--- src/rtl/rfe_pkg.sv ---
// Shared constants and types for the receive frame error classifier.
// Assumes the error vector layout below is decoded by downstream logic.
package rfe_pkg;
    localparam int ERR_W       = 6;
    localparam int BIT_MALFORM = 0;
    localparam int BIT_CHECK   = 1;
    localparam int BIT_SHORT   = 2;
    localparam int BIT_LONG    = 3;
    localparam int BIT_LENGTH  = 4;
    localparam int BIT_RSVD    = 5;

    // Per-frame events accumulated up to and including the current beat.
    typedef struct packed {
        logic malformed;
        logic check_bad;
    } rfe_events_t;
endpackage

--- src/rtl/rfe_byte_counter.sv ---
// Counts frame bytes across beats. The output total includes the present
// beat, so on the last beat it is the full frame size. Assumes in_empty is
// below DATA_BYTES. The sum saturates at the counter's top value.
module rfe_byte_counter #(
    parameter int DATA_BYTES = 64,
    parameter int EMPTY_W    = 6,
    parameter int CNT_W      = 16
) (
    input  logic               clk,
    input  logic               rst_n,
    input  logic               in_valid,
    input  logic               in_sop,
    input  logic               in_eop,
    input  logic [EMPTY_W-1:0] in_empty,
    output logic [CNT_W-1:0]   total
);
    localparam logic [CNT_W-1:0] FULL_BEAT = CNT_W'(DATA_BYTES);

    logic [CNT_W-1:0] acc_q;
    logic [CNT_W-1:0] base;
    logic [CNT_W-1:0] beat_bytes;
    logic [CNT_W:0]   sum;

    // Running size of the frame including this beat.
    always_comb begin
        base       = in_sop ? '0 : acc_q;
        beat_bytes = in_eop ? (FULL_BEAT - CNT_W'(in_empty)) : FULL_BEAT;
        sum        = {1'b0, base} + {1'b0, beat_bytes};
        total      = sum[CNT_W] ? '1 : sum[CNT_W-1:0];
    end

    // Hold the running size between valid beats.
    always_ff @(posedge clk) begin
        if (!rst_n)        acc_q <= '0;
        else if (in_valid) acc_q <= total;
    end
endmodule

--- src/rtl/rfe_event_latch.sv ---
// Collects decoder events and the length/type field over one frame.
// Outputs reflect all valid beats so far, including the present one.
// A valid start beat discards the previous frame's state.
module rfe_event_latch
    import rfe_pkg::*;
#(
    parameter int LEN_W = 16
) (
    input  logic             clk,
    input  logic             rst_n,
    input  logic             in_valid,
    input  logic             in_sop,
    input  logic             ev_ctrl_char,
    input  logic             ev_crc_bad,
    input  logic             ev_error_char,
    input  logic [LEN_W-1:0] len_type,
    output rfe_events_t      events,
    output logic [LEN_W-1:0] frame_len
);
    rfe_events_t      ev_q;
    logic [LEN_W-1:0] len_q;

    // Merge stored events with the present beat's events.
    always_comb begin
        events.malformed = (!in_sop && ev_q.malformed) || (in_valid && ev_ctrl_char);
        events.check_bad = (!in_sop && ev_q.check_bad) ||
                           (in_valid && (ev_crc_bad || ev_error_char));
        frame_len        = in_sop ? len_type : len_q;
    end

    // Store events and the first-beat length field.
    always_ff @(posedge clk) begin
        if (!rst_n) begin
            ev_q  <= '0;
            len_q <= '0;
        end else if (in_valid) begin
            ev_q <= events;
            if (in_sop) len_q <= len_type;
        end
    end
endmodule

--- src/rtl/rfe_err_resolve.sv ---
// Turns the frame size, events and length field into the error vector.
// Applies the masking priority and registers the result for one cycle.
// Assumes 'fire' is high only on a valid last beat.
module rfe_err_resolve
    import rfe_pkg::*;
#(
    parameter int CNT_W       = 16,
    parameter int LEN_W       = 16,
    parameter int RUNT_MAX    = 8,
    parameter int MIN_FRAME   = 64,
    parameter int OVERHEAD    = 18,
    parameter int TYPE_SPLIT  = 1536
) (
    input  logic             clk,
    input  logic             rst_n,
    input  logic             fire,
    input  logic [CNT_W-1:0] total,
    input  logic [CNT_W-1:0] max_frame,
    input  rfe_events_t      events,
    input  logic [LEN_W-1:0] frame_len,
    output logic             err_valid,
    output logic [ERR_W-1:0] err_vec
);
    localparam int CMP_W = (CNT_W > LEN_W) ? CNT_W : LEN_W;
    localparam logic [CNT_W-1:0] RUNT_C  = CNT_W'(RUNT_MAX);
    localparam logic [CNT_W-1:0] MIN_C   = CNT_W'(MIN_FRAME);
    localparam logic [CNT_W-1:0] OVER_C  = CNT_W'(OVERHEAD);
    localparam logic [CMP_W-1:0] SPLIT_C = CMP_W'(TYPE_SPLIT);

    logic             is_frame;
    logic             short_f;
    logic             long_f;
    logic             len_f;
    logic [CNT_W-1:0] payload;
    logic [ERR_W-1:0] vec_d;

    // Decide each error bit, then apply the masking order.
    always_comb begin
        is_frame = total > RUNT_C;
        payload  = (total > OVER_C) ? (total - OVER_C) : '0;
        short_f  = !events.malformed && (total < MIN_C);
        long_f   = !events.malformed && (total > max_frame);
        len_f    = !events.malformed && !short_f && !long_f &&
                   (CMP_W'(frame_len) < SPLIT_C) &&
                   (CMP_W'(payload) < CMP_W'(frame_len));
        vec_d              = '0;
        vec_d[BIT_MALFORM] = events.malformed;
        vec_d[BIT_CHECK]   = events.check_bad || short_f;
        vec_d[BIT_SHORT]   = short_f;
        vec_d[BIT_LONG]    = long_f;
        vec_d[BIT_LENGTH]  = len_f;
        vec_d[BIT_RSVD]    = 1'b0;
    end

    // Present the vector for one cycle after the last beat.
    always_ff @(posedge clk) begin
        if (!rst_n) begin
            err_valid <= 1'b0;
            err_vec   <= '0;
        end else if (fire && is_frame) begin
            err_valid <= 1'b1;
            err_vec   <= vec_d;
        end else begin
            err_valid <= 1'b0;
            err_vec   <= '0;
        end
    end
endmodule

--- src/rtl/rx_frame_err_classifier.sv ---
// Top of the receive frame error classifier. Counts frame bytes, gathers
// decoder events, and reports a prioritised error vector one cycle after
// each frame's last beat. Assumes in_sop/in_eop are meaningful only with
// in_valid, and len_type is valid on the first beat.
module rx_frame_err_classifier
    import rfe_pkg::*;
#(
    parameter int DATA_BYTES = 64,
    parameter int EMPTY_W    = $clog2(DATA_BYTES),
    parameter int CNT_W      = 16,
    parameter int LEN_W      = 16
) (
    input  logic               clk,
    input  logic               rst_n,
    input  logic               in_valid,
    input  logic               in_sop,
    input  logic               in_eop,
    input  logic [EMPTY_W-1:0] in_empty,
    input  logic               ev_ctrl_char,
    input  logic               ev_crc_bad,
    input  logic               ev_error_char,
    input  logic [LEN_W-1:0]   len_type,
    input  logic [CNT_W-1:0]   max_frame_bytes,
    output logic               err_valid,
    output logic [ERR_W-1:0]   err_vec
);
    logic [CNT_W-1:0] total;
    rfe_events_t      events;
    logic [LEN_W-1:0] frame_len;
    logic             fire;

    // Last valid beat of a frame.
    always_comb fire = in_valid && in_eop;

    rfe_byte_counter #(
        .DATA_BYTES(DATA_BYTES),
        .EMPTY_W   (EMPTY_W),
        .CNT_W     (CNT_W)
    ) u_count (
        .clk     (clk),
        .rst_n   (rst_n),
        .in_valid(in_valid),
        .in_sop  (in_sop),
        .in_eop  (in_eop),
        .in_empty(in_empty),
        .total   (total)
    );

    rfe_event_latch #(
        .LEN_W(LEN_W)
    ) u_events (
        .clk          (clk),
        .rst_n        (rst_n),
        .in_valid     (in_valid),
        .in_sop       (in_sop),
        .ev_ctrl_char (ev_ctrl_char),
        .ev_crc_bad   (ev_crc_bad),
        .ev_error_char(ev_error_char),
        .len_type     (len_type),
        .events       (events),
        .frame_len    (frame_len)
    );

    rfe_err_resolve #(
        .CNT_W(CNT_W),
        .LEN_W(LEN_W)
    ) u_resolve (
        .clk      (clk),
        .rst_n    (rst_n),
        .fire     (fire),
        .total    (total),
        .max_frame(max_frame_bytes),
        .events   (events),
        .frame_len(frame_len),
        .err_valid(err_valid),
        .err_vec  (err_vec)
    );
endmodule

--- config.mk ---
export PLATFORM = sky130hd
export DESIGN_NAME = rx_frame_err_classifier
export DESIGN_NICKNAME = d
export VERILOG_FILES = /design/src/rtl/rfe_pkg.sv /design/src/rtl/rfe_byte_counter.sv /design/src/rtl/rfe_event_latch.sv /design/src/rtl/rfe_err_resolve.sv /design/src/rtl/rx_frame_err_classifier.sv
export SDC_FILE = /design/constraint.sdc
export NUM_CORES = 1
export LEC_CHECK = 0
export BUFFER_PORTS_ARGS = -buffer_cell sky130_fd_sc_hd__buf_2
export CORE_MARGIN = 2
export CORE_UTILIZATION = 40
export DETAILED_ROUTE_END_ITERATION = 8
export PLACE_DENSITY = 0.62
export REMOVE_ABC_BUFFERS = 1
export SLEW_MARGIN = 20
export SYNTH_ARGS = -nofsm -noshare
export SYNTH_HDL_FRONTEND = slang
export SYNTH_SLANG_ARGS = --single-unit
--- constraint.sdc ---
create_clock -name clk -period 19.3 [get_ports clk]
set_input_delay 3.86 -clock clk [delete_from_list [all_inputs] [get_ports clk]]
set_output_delay 3.86 -clock clk [all_outputs]
set_load 0.005 [all_outputs]
==> impl_results.md <==
- Status: complete, no violations
- Top_reg_cell synth: dfxtp_1
- Cell variety after synth: 57
- Worst setup SP type: primary input
- Num Clock Sinks: 40
- Clock Root Buffer: clkbuf_8
- Number of iterations in the first detailed-routing pass: 5
- CP arrival: 9.24 ns
- Layout cells sized above 1: 0.142
- Net count, final: 588
- Minimum clock period: 9.00 ns
- Endpoints failing setup: 0
- GRT met1 Usage: 0.278
- First-pass GRT wire length: 15900 µm
- Max VDD drop: 32.8 µV
- Initial Utilization: 0.410
- Most frequent cells in the layout: nor2_1, buf_2, ha_1, dfxtp_1, inv_1
- Post-synth EDFFs: 0
- Area of the mapped netlist: 0.00356 mm²
- Via count: 3379
- Initial DRC Count: 230
- Critical-path cell list: buf_2 > inv_1 > nand2_1 > inv_1 > ha_1 > a211oi_2 > o211ai_2 > and3b_1 > a41oi_1 > a41oi_1 > or4_4 > nor4_4 > nor3_1 > ha_1 > a21o_1 > a21o_1 > a21oi_1 > nor2_1 > nor4_1 > and4_1
- Post-CTS setup buffer count: 0
- Grt total ovfl: 0
- Period Utilization, post-route: 0.466
- Relative slew margins: 0.335
- Total negative slack: 0 ns
- Worst skew pair latency: 0.30 ns
- Boundary Pins: 53
- Hold path startpoint: u_events.len_q[0]$_SDFFE_PN0P_
- Met2 Resource Use GR: 0.330
- Max-Cap Viols: 0
- Clock Path Buffers: 2
- Routability cong.: 0.893
- Core ar.: 0.00868 mm²
- All-Layer GR Usage: 0.197
- GRT busiest layer: met2
- Die width: 98.3 µm
- Crit-path max cell delay: 0.69 ns
- Initial antenna violation count: 0
- Cells after Synth: 458
- Pwr per Cell Area: 61.8 mW/mm²
- Final count of hold timing violations: 0
- Unrepaired setup endpoints after global routing: no
- Buffers added on ports: 51
- HPWL Detailed: 7110 µm
- Synth top area share: 0.225
- Largest net degree at the start of global routing: 67
- # H-tree levels: 2
- Clock transition at the registers of the reported paths: 0.08 ns
- CTS tree: built
- Final Skew: 0.00853 ns
- Most common cell after layout, fill and taps aside: nor2_1
- Max Slew Vio Count: 0
- Mean Syn Cell Area: 7.77 µm²
- Rows: 34
- Post-CTS resize count: 0
- CP required: 19.54 ns
- Final WL: 9280 µm
- Worst setup path start: in_sop
- Vias in the first global route: 3311
- CP bufs+invs: 3
- Core Util, Final: 0.460
- Routed wire per std cell: 15.2 µm
- Vias/cell: 5.55
- CP max FO: 39
- Syn-to-layout area delta: 12.2%
- Drc violations: 0
- Post-synthesis sequential area ratio: 0.225
- Worst slew pin tran: 0.991 ns
- Die area: 0.00967 mm²
- CP top delay family: simple AND/OR/NAND/NOR gates
- Antenna Cells: 0
- Yosys warnings: 0
- Antenna-violating nets left: 0
- Async set-reset flop share out of synthesis: 0
- M3 GR Usage: 0.0243
- Height of the die: 98.3 µm
- Crit end category: flip-flop
- Area leader, netlist: dfxtp_1
- Fmax: 111 MHz
- CP Depth: 20
- Reg2Reg Depth: 19
- Cts bufs inserted: 5
- Hold Buf Count CTS: 0
- Slowest cell on crit path: buf_2
- WS Path Type: primary input to flip-flop
- Min-Delay Path Class: flip-flop to flip-flop
- Worst hold path depth: 2
- Synth area leaders: dfxtp_1, ha_1, nor2_1
- Origin of the critical flop-to-flop path: u_count.acc_q[0]$_SDFFE_PN0P_
- Static Leakage: 0.00194 µW
- Hold_ws: 0.464 ns
- Seq cells post-synth: 40
## per-layer routing
layer,share of wire,wire length [µm]
met5,0,0
met4,0.015,136
met3,0.041,385
met2,0.46,4310
met1,0.48,4450
## synthesized netlist by cell type, types with 2 or more instances
master,n
o211ai_1,3
a21o_1,9
inv_1,36
nand2b_1,7
xor2_1,6
a31oi_1,2
nor2b_1,18
nand2_1,24
nand3_1,7
nor4_1,4
o21ai_0,12
nand4_1,11
nor3_1,8
and3b_1,2
and4_1,2
dfxtp_1,40
nor2_1,73
or3_1,4
ha_1,41
clkbuf_1,15
a41oi_1,3
o31ai_1,2
and3_1,5
a21oi_1,24
or2_2,2
a311oi_1,5
mux2i_1,21
and2_1,4
o21a_1,6
a211oi_1,26
xnor2_1,8
nand4b_1,2
a211oi_2,2
## per-stage QoR
step	setup slack (ns)	cell area, µm²	instances	total power, µW
2_1_floorplan	11.11	3480	441	153
4_1_cts	10.30	3990	609	250
3_3_place_gp	10.03	3880	601	176
6_report	10.30	3990	609	247
3_5_place_dp	9.99	3880	601	179
5_1_grt	9.79	3990	609	266
## flip-flops by register name, indices dropped and copies added, names as in the netlist
name                 flops
u_count.acc_q           16
u_events.ev_q            2
u_events.len_q          16
u_resolve.err_valid      1
u_resolve.err_vec        5
## path summary, 6_finish.rpt
check                                                       end  slack [ns]
worst max-delay path            u_resolve.err_vec[4]$_SDFF_PN0_       10.30
worst min-delay path             u_events.len_q[0]$_SDFFE_PN0P_        0.46
worst max register to register  u_resolve.err_vec[4]$_SDFF_PN0_       14.18
worst min register to register   u_events.len_q[0]$_SDFFE_PN0P_        0.46
## worst min-delay path, delay by kind of cell (launching register included)
kind               cells  cell delay, ns
AOI/OAI and AO/OA      1            0.05
DFF                    1            0.32
and+or+nand+nor        1            0.05
## where the power goes
part	leakage (µW)	internal [µW]	switching [µW]
Clock	0.0000541	38.3	30.5
Sequential	0.000330	87.4	2.82
Combinational	0.00156	37.1	50.5
Total	0.00194	163	83.8
## area by class of cell
| type | count | area (µm²) |
|---|---|---|
| fillers | 910 | 4690 |
| multi-input cells | 365 | 2550 |
| flip-flops and latches | 40 | 801 |
| repair buffers | 52 | 263 |
| inverters | 36 | 135 |
| well taps | 108 | 135 |
| clock buffers | 5 | 68.8 |
| clock inverters | 3 | 42.5 |
## cells by family after synthesis
logic type,Yosys count,synth area share
compound gates,109,0.219
other cells,1,0.00105
xor+xnor,14,0.0345
fa+ha+maj,42,0.150
mux,22,0.0622
flops,40,0.225
buf+inv,53,0.0591
simple gates,177,0.249
No activity file was read; power rests on OpenSTA's default activity.
